### config.mk
export PLATFORM = sky130hd
export DESIGN_NAME = prdw_walker
export DESIGN_NICKNAME = d
export VERILOG_FILES = /design/src/rtl/prdw_pkg.sv /design/src/rtl/prdw_fetch.sv /design/src/rtl/prdw_check.sv /design/src/rtl/prdw_walker.sv
export SDC_FILE = /design/constraint.sdc
export NUM_CORES = 1
export LEC_CHECK = 0
export BUFFER_PORTS_ARGS = -buffer_cell sky130_fd_sc_hd__buf_2
export CORE_ASPECT_RATIO = 1.2
export CORE_UTILIZATION = 56
export DETAILED_ROUTE_END_ITERATION = 7
export PLACE_DENSITY = 0.87
export SETUP_SLACK_MARGIN = 0.1
export SLEW_MARGIN = 20
export SYNTH_ARGS = -nofsm -noshare
export SYNTH_HDL_FRONTEND = slang
export SYNTH_SLANG_ARGS = --single-unit
### constraint.sdc
create_clock -name clk -period 5.6 [get_ports clk]
set_input_delay 1.4 -clock clk [delete_from_list [all_inputs] [get_ports clk]]
set_output_delay 1.4 -clock clk [all_outputs]
set_load 0.02 [all_outputs]
### src/rtl/prdw_pkg.sv
package prdw_pkg;
   localparam int DESC_WORDS = 4;
   localparam int WI_BUF     = 0;
   localparam int WI_LEN     = 1;
   localparam int WI_CTL     = 2;
   localparam int WI_NEXT    = 3;
   localparam int FB_LAST    = 7;
   localparam int FB_DIR     = 5;
   localparam int MODE_LSB   = 8;

   typedef enum logic [1:0] {
      W_IDLE  = 2'd0,
      W_FETCH = 2'd1,
      W_XFER  = 2'd2
   } walk_st_t;
endpackage

### src/rtl/prdw_fetch.sv
module prdw_fetch #(
   parameter int AW = 32,
   parameter int NW = prdw_pkg::DESC_WORDS
) (
   input  logic                 clk,
   input  logic                 rst_n,
   input  logic                 go,
   input  logic [AW-1:0]        base,
   output logic                 rd_req,
   output logic [AW-1:0]        rd_addr,
   input  logic                 rd_valid,
   input  logic [31:0]          rd_data,
   output logic [NW-1:0][31:0]  words,
   output logic                 desc_valid
);
   localparam int IW = (NW > 1) ? $clog2(NW) : 1;

   logic          active, waiting, dv_q;
   logic [IW-1:0] idx;
   logic [AW-1:0] base_q;

   assign rd_req     = active && !waiting;
   assign rd_addr    = base_q + AW'({idx, 2'b00});
   assign desc_valid = dv_q;

   always_ff @(posedge clk or negedge rst_n) begin
      if (!rst_n) begin
         active  <= 1'b0;
         waiting <= 1'b0;
         idx     <= '0;
         base_q  <= '0;
         dv_q    <= 1'b0;
      end else begin
         dv_q <= 1'b0;
         if (go) begin
            active  <= 1'b1;
            waiting <= 1'b0;
            idx     <= '0;
            base_q  <= base;
         end else if (rd_req) begin
            waiting <= 1'b1;
         end else if (waiting && rd_valid) begin
            waiting <= 1'b0;
            if (idx == IW'(NW-1)) begin
               active <= 1'b0;
               dv_q   <= 1'b1;
            end else begin
               idx <= idx + 1'b1;
            end
         end
      end
   end

   for (genvar g = 0; g < NW; g++) begin : g_word
      always_ff @(posedge clk or negedge rst_n) begin
         if (!rst_n)
            words[g] <= '0;
         else if (waiting && rd_valid && idx == IW'(g))
            words[g] <= rd_data;
      end
   end

   // a single read in flight
   a_r3_one_outstanding: assert property (@(posedge clk) disable iff (!rst_n)
      rd_req |=> !rd_req);
endmodule

### src/rtl/prdw_check.sv
module prdw_check #(
   parameter int AW         = 32,
   parameter int MODE_W     = 4,
   parameter int ALIGN_LOG2 = 3,
   parameter int LEN_SHIFT  = 3,
   localparam int BYTES_W   = 32 + LEN_SHIFT
) (
   input  logic [prdw_pkg::DESC_WORDS-1:0][31:0] words,
   output logic [AW-1:0]      buf_addr,
   output logic [BYTES_W-1:0] bytes,
   output logic               dir,
   output logic [MODE_W-1:0]  mode,
   output logic               last,
   output logic [AW-1:0]      next_ptr,
   output logic               seq_fault
);
   import prdw_pkg::*;

   logic [31:0] units;
   logic        len_zero, misaligned;
   logic        unused_bits;

   assign units       = words[WI_LEN];
   assign buf_addr    = words[WI_BUF][AW-1:0];
   assign bytes       = {units, {LEN_SHIFT{1'b0}}};
   assign dir         = words[WI_CTL][FB_DIR];
   assign last        = words[WI_CTL][FB_LAST];
   assign mode        = words[WI_CTL][MODE_LSB +: MODE_W];
   assign next_ptr    = words[WI_NEXT][AW-1:0];
   assign len_zero    = (units == 32'd0);
   assign misaligned  = |next_ptr[ALIGN_LOG2-1:0];
   assign seq_fault   = len_zero || (!last && misaligned);
   assign unused_bits = ^words;
endmodule

### src/rtl/prdw_walker.sv
module prdw_walker #(
   parameter int AW         = 32,
   parameter int MODE_W     = 4,
   parameter int ALIGN_LOG2 = 3,
   parameter int LEN_SHIFT  = 3,
   parameter bit ERR_WINS   = 1'b1,
   localparam int BYTES_W   = 32 + LEN_SHIFT
) (
   input  logic               clk,
   input  logic               rst_n,
   input  logic               start,
   input  logic [AW-1:0]      start_ptr,
   output logic               mem_rd_req,
   output logic [AW-1:0]      mem_rd_addr,
   input  logic               mem_rd_valid,
   input  logic [31:0]        mem_rd_data,
   output logic               xfer_req,
   output logic [AW-1:0]      xfer_addr,
   output logic [BYTES_W-1:0] xfer_bytes,
   output logic               xfer_dir,
   output logic [MODE_W-1:0]  xfer_mode,
   input  logic               xfer_done,
   input  logic               xfer_err,
   output logic               busy,
   output logic               done,
   output logic               err_seq,
   output logic               err_bus
);
   import prdw_pkg::*;

   if (AW < 5 || AW > 32) begin : g_bad_aw
      $fatal(1, "prdw_walker: AW must be 5..32");
   end
   if (MODE_W < 1 || MODE_W > 8) begin : g_bad_mode
      $fatal(1, "prdw_walker: MODE_W must be 1..8");
   end
   if (ALIGN_LOG2 < 1 || ALIGN_LOG2 > 4) begin : g_bad_align
      $fatal(1, "prdw_walker: ALIGN_LOG2 must be 1..4");
   end

   walk_st_t st;
   logic [DESC_WORDS-1:0][31:0] words;
   logic          desc_valid, go, last, seq_fault, ok_hit, err_hit;
   logic [AW-1:0] next_ptr, go_ptr;

   if (ERR_WINS) begin : g_err_first
      assign err_hit = xfer_err;
      assign ok_hit  = xfer_done && !xfer_err;
   end else begin : g_done_first
      assign ok_hit  = xfer_done;
      assign err_hit = xfer_err && !xfer_done;
   end

   assign xfer_req = (st == W_XFER);
   assign busy     = (st != W_IDLE);
   assign go       = (st == W_IDLE && start) || (xfer_req && ok_hit && !last);
   assign go_ptr   = (st == W_IDLE) ? start_ptr : next_ptr;

   prdw_fetch #(.AW(AW), .NW(DESC_WORDS)) u_fetch (
      .clk(clk), .rst_n(rst_n), .go(go), .base(go_ptr),
      .rd_req(mem_rd_req), .rd_addr(mem_rd_addr),
      .rd_valid(mem_rd_valid), .rd_data(mem_rd_data),
      .words(words), .desc_valid(desc_valid)
   );

   prdw_check #(.AW(AW), .MODE_W(MODE_W), .ALIGN_LOG2(ALIGN_LOG2),
                .LEN_SHIFT(LEN_SHIFT)) u_check (
      .words(words), .buf_addr(xfer_addr), .bytes(xfer_bytes),
      .dir(xfer_dir), .mode(xfer_mode), .last(last),
      .next_ptr(next_ptr), .seq_fault(seq_fault)
   );

   always_ff @(posedge clk or negedge rst_n) begin
      if (!rst_n) begin
         st      <= W_IDLE;
         done    <= 1'b0;
         err_seq <= 1'b0;
         err_bus <= 1'b0;
      end else begin
         done <= 1'b0;
         unique case (st)
            W_IDLE: if (start) begin
               st      <= W_FETCH;
               err_seq <= 1'b0;
               err_bus <= 1'b0;
            end
            W_FETCH: if (desc_valid) begin
               if (seq_fault) begin
                  err_seq <= 1'b1;
                  st      <= W_IDLE;
               end else begin
                  st <= W_XFER;
               end
            end
            W_XFER: if (err_hit) begin
               err_bus <= 1'b1;
               st      <= W_IDLE;
            end else if (ok_hit) begin
               if (last) begin
                  done <= 1'b1;
                  st   <= W_IDLE;
               end else begin
                  st <= W_FETCH;
               end
            end
            default: st <= W_IDLE;
         endcase
      end
   end

   // burst fields held while waiting on the mover
   a_r2_burst_hold: assert property (@(posedge clk) disable iff (!rst_n)
      xfer_req && !xfer_done && !xfer_err |=>
         xfer_req && $stable(xfer_addr) && $stable(xfer_bytes)
         && $stable(xfer_dir) && $stable(xfer_mode));
   // no burst of zero bytes
   a_r2_nonzero_burst: assert property (@(posedge clk) disable iff (!rst_n)
      xfer_req |-> xfer_bytes != '0);
   // descriptor reads never overlap a burst
   a_r3_no_read_in_burst: assert property (@(posedge clk) disable iff (!rst_n)
      mem_rd_req |-> !xfer_req);
   // done is a single-cycle pulse and leaves the walker idle
   a_r5_done_pulse: assert property (@(posedge clk) disable iff (!rst_n)
      done |-> !busy ##1 !done);
   // a sequence fault never coexists with a burst
   a_r6_fault_no_burst: assert property (@(posedge clk) disable iff (!rst_n)
      err_seq |-> !xfer_req);
   // an error from the mover stops the walk with no done
   a_r8_err_stops: assert property (@(posedge clk) disable iff (!rst_n)
      xfer_req && xfer_err && (ERR_WINS || !xfer_done) |=>
         !busy && err_bus && !done);
endmodule

After elaboration in Yosys (flattened, before gate mapping)
Index checks and enable logic that the tools add are counted.

Muxes and demuxes: 33. Equality and inequality tests: 12. $add $sub $neg: 2. Reductions and logical operators: 31.

Operators with widths (count): adder 32 x 4 -> 32 bit (1); zero test 32 bit (1); two-way mux 32 bit (1); two-way mux 1 bit (20); two-way mux 2 bit (9); AND reduction 3 bit (4); logical AND 1 bit (11); nonzero test 2 bit (5); == test 2 bit, second input constant (3); != test 2 x 1 -> 1 bit, second input constant (3); != test 2 bit, second input constant (3); case mux 2 bit (3 select lines) (1); == test 2 x 1 -> 1 bit, second input constant (2); zero test 2 bit (2); case mux 1 bit (2 select lines) (2); AND reduction 4 bit (1); zero test 1 bit (3); != test 3 x 1 -> 1 bit, second input constant (1); nonzero test 3 bit (1); OR reduction 3 bit (1); adder 2 x 1 -> 2 bit, second input constant (1); logical OR 1 bit (2).

Output and inout port bits: 110. Register bits after elaboration: 150. Bits of input ports: 70.

Longest topological paths before layout
Gate-level depths: netlist of the first run.

Word-level depth: 7. Depth in mapped cells: 7. Depth with buffers taken out: 7.

Modules after synthesis
A second synthesis of the first run with hierarchy kept.

Cell total of the unflattened synthesis: 633. Area, all modules: 8453.1 um^2.

Modules (own cells, without submodules): prdw_fetch (times used 1, area an instance 6796.5 um^2, cells an instance 451); prdw_check (times used 1, area an instance 890.9 um^2, cells an instance 118); prdw_walker (times used 1, area an instance 765.7 um^2, cells an instance 64).

Worst setup path before layout of the first run
Ideal clock, no wire load.

Path kind: flip-flop to output port. Start point: reg u_fetch.idx[0]. End point: out mem_rd_addr[28]. Setup slack: 1.969 ns. Arrival time: 2.231 ns. Stages on the path, launching flop included: 8. Required time: 4.200 ns. Cells stage by stage: dfrtp_1 > ha_1 > inv_1 > fa_1 > and4b_1 > nor4b_4 > nand4_1 > xnor2_1.

Longest elaborated chain between the ends: 1.

Ends and longest elaborated chain: from (decl) (line prdw_fetch.sv:19) `logic [IW-1:0] idx;`; from (signal assigned) (line prdw_fetch.sv:48) `idx <= idx + 1'b1;`; adder 32 x 4 -> 32 bit (line prdw_fetch.sv:23) `assign rd_addr = base_q + AW'({idx, 2'b00});`; to (decl) (line prdw_walker.sv:14) `output logic [AW-1:0] mem_rd_addr,`.

Every way passes these cells.

Final worst setup path of the first run
Start point: reg u_fetch.idx[0]. End point: out mem_rd_addr[24].

The elaborated chain is that of the path after synthesis.

==> flow_summary.yaml, run 1 <==
run_status:
  status: "complete, no violations"
floorplan:
  die-area_um2: 12000
  core_area_um2: 11100
  die_h_um: 120
  die_x_um: 100
  num_rows: 42
  ios: 180
  initial_core_util: 0.582
worst_setup_path:
  crit_slowest_cell: "dfrtp_1"
  crit_fanout: 7
  cp.arrival_ns: 2.91
  crit_type: "register to primary output"
  rrSetupSlack_ns: 3.55
  path_buf_inv: 2
  start_kind: "register"
  startpoint: "u_fetch.idx[0]"
  required_ns: 4.20
  timing.rr.start: "u_fetch.idx[0]"
  end_kind: "primary output"
  path_cells: "ha_1 -> inv_1 -> fa_1 -> and4b_1 -> nor4b_4 -> nand4_1 -> xnor2_1 -> buf_2"
  crit_family: "simple AND/OR/NAND/NOR gates"
  slowest_delay_ns: 0.43
pwr:
  sw_frac_of_total: 0.400
  comb_power_share: 0.430
  vdd_drop_max_mv: 0.365
  powerDensity_nw_per_um2: 666
  internal_power_mw: 3.21
  seqPwrFrac: 0.376
  clkPwrFrac: 0.194
  power_switching_mw: 2.14
  leakage_nw: 3.82
synthesis:
  synth-edff-count: 0
  syn_area_um2: 6480
  ys_types: 38
  avgSynthCellArea_um2: 12.7
  synth_top_area_frac: 0.556
  synth_area_leader_cell: "dfrtp_1"
  ys_top_cells_by_area: "dfrtp_1 56%, mux2_2 18%, mux2i_1 4.9%"
  async_reset_ff_frac: 1.00
  yosysMostFrequentCell: "dfrtp_1"
  yosysSeqAreaShare: 0.556
  synth_common_cells: "144 x dfrtp_1, 102 x mux2_2, 43 x nor2_1"
  ys_warn_count: 0
  synth_ff_type: "dfrtp_1"
  synth_seq_cells: 144
  netlist_instances: 511
clock_tree:
  holdBufCountCts: 0
  cts_tree: "done"
  path_clk_slew_ns: 0.06
  cts_root_buf: "clkbuf_16"
  cts_setup_buffers: 0
  clkLatencyLatePin_ns: 0.41
  ctsResizeCount: 0
  numCtsBuffers: 17
  h-tree-depth: 4
  clockBufferDepth: 2
  cts_sinks: 144
flow_run:
  max_cap_violations: 0
global_route:
  grt_first_pass_wirelength_um: 24700
  grt_max_degree: 102
  grt.overflow.total: 0
  grt_use_total: 0.272
  antenna_found_initial: 0
  grt_pass1_vias: 4777
timing:
  period_minus_slack_ns: 4.31
  worst_pin_slew_ns: 0.906
  tns_ns: 0
  finalClockSkew_ns: 0.0155
  period_share: 0.770
  holdWs_ns: 0.497
  final_max_slew_viol_count: 0
  hold_viol: 0
  setup_viol: 0
  maxSlewHeadroom: 0.396
  grt_setup_unrepaired: "no"
  max_freq_mhz: 232
route:
  num_vias: 4680
  wl_per_cell_um: 17.9
  wirelength_um: 15300
  drt-pass1-iter-count: 4
  routed_via_density: 5.50
  first_iter_violations: 235
  ant_nets: 0
  drc_errors: 0
hold_path:
  hp-start: "u_fetch.words[72]"
  hold_path.class: "register to register"
layout:
  seq_area_um2: 3600
  multiInputGateArea_um2: 2710
  n_antenna_cell: 0
  fin_nets: 763
  drive_above_1_share: 0.458
  synthToLayoutAreaGrowth_pct: 23.8
  fill_cells: 810
placement:
  dp_hpwl_um: 11200
  io_buffers: 176
  gp_congestion: 0.877
final cells by class:
type	count	share of cell area
Sequential cell	144	0.449
Multi-Input combinational cell	331	0.337
Timing Repair Buffer	183	0.117
Clock buffer	23	0.0608
Tap cell	154	0.0240
Clock inverter	7	0.00748
Inverter	9	0.00421
metrics by stage:
step,setup slack (ns),util,cells,power (mW),instance area [um2]
global placement,1.86,0.671,821,4.19,7480
floorplan,1.97,-,513,3.55,6490
finish,1.29,0.720,851,5.35,8030
detailed placement,1.72,0.671,821,4.31,7480
global route,1.12,0.720,851,5.66,8030
CTS,1.25,0.720,851,5.38,8030
cells by family after synthesis:
group | synth area share
multiplexers | 0.227
buffers and inverters | 0.0288
XOR/XNOR | 0.0392
AND/OR/NAND/NOR | 0.0965
AO/OA/AOI/OAI | 0.0380
flip-flops | 0.556
other | 0.000578
adder cells (fa/ha/maj) | 0.0147
metal layers:
layer	share of wire	wire length, um	global-route usage	up-vias
li1	-	-	-	2149
met1	0.41	6320	0.358	2345
met2	0.52	7870	0.444	162
met3	0.051	780	0.0664	24
met4	0.020	298	0.0897	0
met5	0	0	0	-
placed cells by master, fill, tap and decap left out, drive strengths merged, types with 13 or more instances in the layout:
cell | Yosys | routed
a21oi | 38 | 38
buf | 23 | 183
clkbuf | 6 | 23
dfrtp | 144 | 144
mux2 | 102 | 102
mux2i | 32 | 32
nand2 | 13 | 13
nand4 | 18 | 18
nor2 | 44 | 44
xnor2 | 26 | 26
path summary, 6_finish.rpt:
path	end	cells after the start
worst max register to register	u_fetch.words[122]	4
max in group asynchronous	u_fetch.base_q[14]	2
worst min-delay path	u_fetch.words[72]	1
worst min register to register	u_fetch.words[72]	1
min in group asynchronous	u_fetch.words[72]	1
worst max-delay path	mem_rd_addr[24]	8
state kept, by name (all words and copies together) (netlist names):
name,count
st,2
u_fetch.base_q,32
u_fetch.waiting,1
err_seq,1
err_bus,1
u_fetch.active,1
u_fetch.idx,2
u_fetch.desc_valid,1
done,1
u_fetch.words,102
power by group through the flow:
stage                     clock (mW)  sequential (mW)  combinational [mW]
after detailed placement           0             2.01                2.29
after CTS                       1.06             2.00                2.32
after global routing            1.10             2.08                2.48
after floorplan                    0             2.21                1.34
final                           1.04             2.01                2.30
after global placement             0             1.97                2.23
(Power assumes the default switching activity.)
==> run 2: changes to the inputs <==
--- a/config.mk
+++ b/config.mk
@@ -5,11 +5,12 @@
 export SDC_FILE = /design/constraint.sdc
 export NUM_CORES = 1
 export LEC_CHECK = 0
+export ABC_AREA = 1
 export BUFFER_PORTS_ARGS = -buffer_cell sky130_fd_sc_hd__buf_2
 export CORE_ASPECT_RATIO = 1.2
-export CORE_UTILIZATION = 56
+export CORE_UTILIZATION = 48
 export DETAILED_ROUTE_END_ITERATION = 7
-export PLACE_DENSITY = 0.87
+export PLACE_DENSITY = 0.79
 export SETUP_SLACK_MARGIN = 0.1
 export SLEW_MARGIN = 20
 export SYNTH_ARGS = -nofsm -noshare
==> constraint.sdc (replaced) <==
create_clock -name clk -period 3.9 [get_ports clk]
set_input_delay 0.975 -clock clk [delete_from_list [all_inputs] [get_ports clk]]
set_output_delay 0.975 -clock clk [all_outputs]
set_load 0.02 [all_outputs]
==> flow_summary.yaml, run 2 <==
timing:
  grt_setup_unrepaired: "no"
  worst_pin_slew_ns: 1.02
  hold_viol: 0
  max_freq_mhz: 288
  final_max_slew_viol_count: 0
  setup_viol: 0
  maxSlewHeadroom: 0.320
  period_share: 0.889
  finalClockSkew_ns: 0.00890
  tns_ns: 0
  period_minus_slack_ns: 3.47
pwr:
  sw_frac_of_total: 0.423
  total_power_mw: 7.38
  powerDensity_nw_per_um2: 887
  clkPwrFrac: 0.231
  leakage_nw: 4.32
  comb_power_share: 0.409
  power_switching_mw: 3.13
  seqPwrFrac: 0.359
  vdd_drop_max_mv: 0.489
  internal_power_mw: 4.26
layout:
  reg_top3: "u_fetch.words x102, u_fetch.base_q x32"
  fill_cells: 1232
  top_register: "u_fetch.words"
  multiInputGateArea_um2: 2560
  seq_area_um2: 3600
  postLayoutCellArea_um2: 8320
  synthToLayoutAreaGrowth_pct: 23.7
  utilization: 0.605
  largest_reg_flops: 102
  final_cell_mix: "225 x nand2_1, 175 x buf_2, 144 x dfrtp_1, 140 x o21ai_0, 102 x inv_1"
  drive_above_1_share: 0.229
  n_antenna_cell: 0
  fin_nets: 1054
  final_common_cell: "nand2_1"
synthesis:
  netlist_instances: 813
  synth_ff_type: "dfrtp_1"
  synth_area_leader_cell: "dfrtp_1"
  syn_area_um2: 6730
  avgSynthCellArea_um2: 8.28
  synth_top_area_frac: 0.536
  yosysSeqAreaShare: 0.536
  async_reset_ff_frac: 1.00
  yosysMostFrequentCell: "nand2_1"
  synth_seq_cells: 144
  ys_top_cells_by_area: "dfrtp_1 54%, nand2_1 13%, o21ai_0 10%"
  ys_types: 31
  synth_common_cells: "225 x nand2_1, 144 x dfrtp_1, 140 x o21ai_0"
  synth-edff-count: 0
  ys_warn_count: 0
clock_tree:
  cts_root_buf: "clkbuf_16"
  clkLatencyLatePin_ns: 0.42
  holdBufCountCts: 0
  numCtsBuffers: 17
  ctsResizeCount: 0
  cts_sinks: 144
  clockBufferDepth: 2
  cts_tree: "done"
  cts_setup_buffers: 0
  h-tree-depth: 4
  path_clk_slew_ns: 0.06
run_status:
  status: "complete, no violations"
floorplan:
  core_area_um2: 13800
  initial_core_util: 0.489
  die-area_um2: 14500
  die_h_um: 132
  num_rows: 47
  ios: 180
  die_x_um: 110
global_route:
  grt.overflow.total: 0
  grt_max_degree: 90
  antenna_found_initial: 0
  grt_pass1_vias: 5454
  grt_first_pass_wirelength_um: 27300
  grt_use_total: 0.250
placement:
  dp_hpwl_um: 12600
  io_buffers: 176
  gp_congestion: 0.885
  placed_area_um2: 7690
worst_setup_path:
  crit_fanout: 5
  ff2ff_path_depth: 4
  end_kind: "primary output"
  start_kind: "register"
  crit_type: "register to primary output"
  cp.arrival_ns: 2.49
  required_ns: 2.92
route:
  wirelength_um: 17200
  drt-pass1-iter-count: 5
  ant_nets: 0
  num_vias: 5811
  routed_via_density: 5.01
  wl_per_cell_um: 14.8
  drc_errors: 0
  first_iter_violations: 462
hold_path:
  min_delay_path_depth: 2
  hold_path.class: "register to register"
flow_run:
  max_cap_violations: 0
[run 2: cell count changes in the layout (fill, tap and decap cells not counted), moves of 10 or more]
cell,change
a21oi_1,-35
inv_1,+93
mux2_2,-102
mux2i_1,-32
nand2_1,+212
nand4_1,-10
nor2_1,+10
o211ai_1,+23
o21ai_0,+138
xnor2_1,-25
xor2_1,+14
[run 2: area by class of cell]
cell class	count	area share
clock inverter	13	0.0225
tap	171	0.0257
multi-input combinational	531	0.308
inverter	103	0.0464
sequential	144	0.433
clock buffer	18	0.0528
timing repair buffer	180	0.112
[run 2: cell families after synthesis]
family | Yosys count | share of synthesized area
buffers and inverters | 140 | 0.0861
xor gates and xnor gates | 18 | 0.0234
adders and majority gates | 7 | 0.0141
DFF | 144 | 0.536
AOI/OAI and AO/OA | 175 | 0.140
and+or+nand+nor | 328 | 0.200
other | 1 | 0.000557
[run 2: critical path: stages, from the launching register on]
cell and delay, ns:
dfrtp_1 0.43, ha_1 0.19, inv_1 0.05, fa_1 0.40, inv_1 0.08, nand3_2 0.14
nor2_4 0.18, nand4_1 0.18, o21ai_0 0.20, nand2_1 0.06, buf_2 0.15
[run 2: power by group through the flow]
stage	logic [mW]	clock network, mW	registers [mW]
3_5_place_dp	3.03	0	2.66
3_3_place_gp	2.96	0	2.64
6_report	3.02	1.71	2.65
5_1_grt	3.40	1.80	2.73
4_1_cts	3.04	1.73	2.64
2_1_floorplan	1.69	0	3.00
[run 2: metrics by stage]
step,std cells,setup WS [ns],hold slack (ns)
final,1160,0.433,0.481
after global routing,1160,0.258,0.509
after CTS,1160,0.405,0.484
after detailed placement,1129,0.859,0.469
after global placement,1129,0.921,0.462
after floorplan,815,1.03,0.448
[run 2: path summary, 6_finish.rpt]
| kind | to | startpoint | slack (ns) |
|---|---|---|---|
| min | u_fetch.words[69] | u_fetch.words[69] | 0.48 |
| max | mem_rd_addr[28] | u_fetch.idx[0] | 0.43 |
| max reg2reg | u_fetch.words[54] | u_fetch.idx[1] | 1.97 |
| min reg2reg | u_fetch.words[69] | u_fetch.words[69] | 0.48 |
| min in group asynchronous | u_fetch.base_q[26] | rst_n | 0.49 |
| max in group asynchronous | u_fetch.words[15] | rst_n | 2.57 |
[run 2: metal layers]
layer / vias up / part of all wire / track usage
li1: 2909 / - / -
met1: 2697 / 0.45 / 0.346
met2: 171 / 0.48 / 0.382
met3: 34 / 0.047 / 0.0580
met4: 0 / 0.023 / 0.0963
met5: - / 0 / 0
==> run 3: changes to the inputs <==
--- a/config.mk
+++ b/config.mk
@@ -8,9 +8,9 @@
 export ABC_AREA = 1
 export BUFFER_PORTS_ARGS = -buffer_cell sky130_fd_sc_hd__buf_2
 export CORE_ASPECT_RATIO = 1.2
-export CORE_UTILIZATION = 48
+export CORE_UTILIZATION = 30
 export DETAILED_ROUTE_END_ITERATION = 7
-export PLACE_DENSITY = 0.79
+export PLACE_DENSITY = 0.54
 export SETUP_SLACK_MARGIN = 0.1
 export SLEW_MARGIN = 20
 export SYNTH_ARGS = -nofsm -noshare
==> flow_summary.yaml, run 3 (synthesis results as in run 2) <==
route:
  routed_via_density: 4.47
  num_vias: 5672
  wl_per_cell_um: 15.2
  first_iter_violations: 301
  drt-pass1-iter-count: 7
  ant_nets: 0
  drc_errors: 12
  wirelength_um: 19300
worst_setup_path:
  cp.arrival_ns: 2.63
  start_kind: "register"
  crit_fanout: 5
  endpoint: "mem_rd_addr[28]"
  timing.rr.start: "u_fetch.idx[1]"
  end_kind: "primary output"
  crit_type: "register to primary output"
  startpoint: "u_fetch.idx[0]"
  required_ns: 2.92
  rrSetupSlack_ns: 2.04
  ff2ff_path_depth: 6
  r2r_end: "u_fetch.words[26]"
timing:
  setup_viol: 0
  final_max_slew_viol_count: 0
  grt_setup_unrepaired: "no"
  maxSlewHeadroom: 0.541
  finalClockSkew_ns: 0.00863
  max_freq_mhz: 277
  period_minus_slack_ns: 3.61
  worst_pin_slew_ns: 0.685
  holdWs_ns: 0.479
  fin_ws_ns: 0.294
  period_share: 0.925
  tns_ns: 0
  hold_viol: 0
clock_tree:
  clockBufferDepth: 2
  clkLatencyLatePin_ns: 0.42
  cts_root_buf: "clkbuf_16"
  ctsResizeCount: 0
  path_clk_slew_ns: 0.06
  numCtsBuffers: 17
  holdBufCountCts: 0
  cts_setup_buffers: 0
  cts_tree: "done"
  h-tree-depth: 4
  cts_sinks: 144
flow_run:
  max_cap_violations: 0
floorplan:
  die_h_um: 166
  core_area_um2: 21900
  num_rows: 59
  die-area_um2: 23000
  die_x_um: 139
  ios: 180
  initial_core_util: 0.308
placement:
  placed_area_um2: 7840
  dp_slack_ns: 0.699
  dp.cells: 1236
  io_buffers: 176
  dp_hpwl_um: 14800
  gp_congestion: 0.856
global_route:
  grt.overflow.total: 0
  grt_use_total: 0.175
  grtUsageMet1: 0.235
  grt_max_degree: 65
  grt_first_pass_wirelength_um: 30600
  antenna_found_initial: 0
  met2_usage: 0.282
  grt_pass1_vias: 5480
  grt.met3_usage: 0.0349
  grt_busiest_layer: "met2"
pwr:
  leakage_nw: 4.30
  vdd_drop_max_mv: 0.303
  powerDensity_nw_per_um2: 862
  total_power_mw: 7.23
hold_path:
  hp-start: "u_fetch.words[69]"
  hold_path.class: "register to register"
layout:
  largest_reg_flops: 102
  final_cell_mix: "225 x nand2_1, 175 x buf_2, 144 x dfrtp_1, 139 x o21ai_0, 102 x inv_1"
  final_common_cell: "nand2_1"
  drive_above_1_share: 0.224
  n_antenna_cell: 0
  top_register: "u_fetch.words"
  synthToLayoutAreaGrowth_pct: 24.7
  fill_cells: 2304
  postLayoutCellArea_um2: 8390
  utilization: 0.384
  layout.cells.non_filler: 1268
  fin_nets: 1058
  reg_top3: "u_fetch.words x102, u_fetch.base_q x32"
run_status:
  violations: "design-rule violations"
  status: "finished, violations left"
run 3: cell type report:
cell class	count	area (um2)	area share
clock buffer	28	497	0.0592
sequential	144	3600	0.429
tap	274	343	0.0409
multi-input combinational	531	2560	0.306
inverter	103	387	0.0461
timing repair buffer	184	947	0.113
clock inverter	4	51.3	0.00611
run 3: layer usage:
layer | wire length, um | share of wire
met1 | 8940 | 0.46
met2 | 9170 | 0.48
met3 | 857 | 0.044
met4 | 314 | 0.016
met5 | 0 | 0
run 3: worst min-delay path by stage:
stage,to,slack (ns),cells past startpoint
3_3_place_gp,u_fetch.words[3],0.46,2
4_1_cts,u_fetch.words[104],0.48,2
5_1_grt,u_fetch.words[103],0.50,2
2_1_floorplan,u_fetch.words[100],0.45,2
3_5_place_dp,u_fetch.words[104],0.47,2
6_report,u_fetch.words[69],0.48,2
run 3: power breakdown:
part	internal, mW	total (mW)	switching (mW)
clock	0.929	1.54	0.606
sequential	2.20	2.66	0.458
combinational	0.981	3.04	2.06
run 3: critical path, stage by stage, from the launching register on:
cell	delay, ns
dfrtp_1	0.43
ha_1	0.20
inv_1	0.06
fa_1	0.41
inv_1	0.09
nand3_2	0.14
nor2_4	0.18
nand4_1	0.25
nor2_1	0.16
nand2_1	0.06
nand2_1	0.07
buf_2	0.16
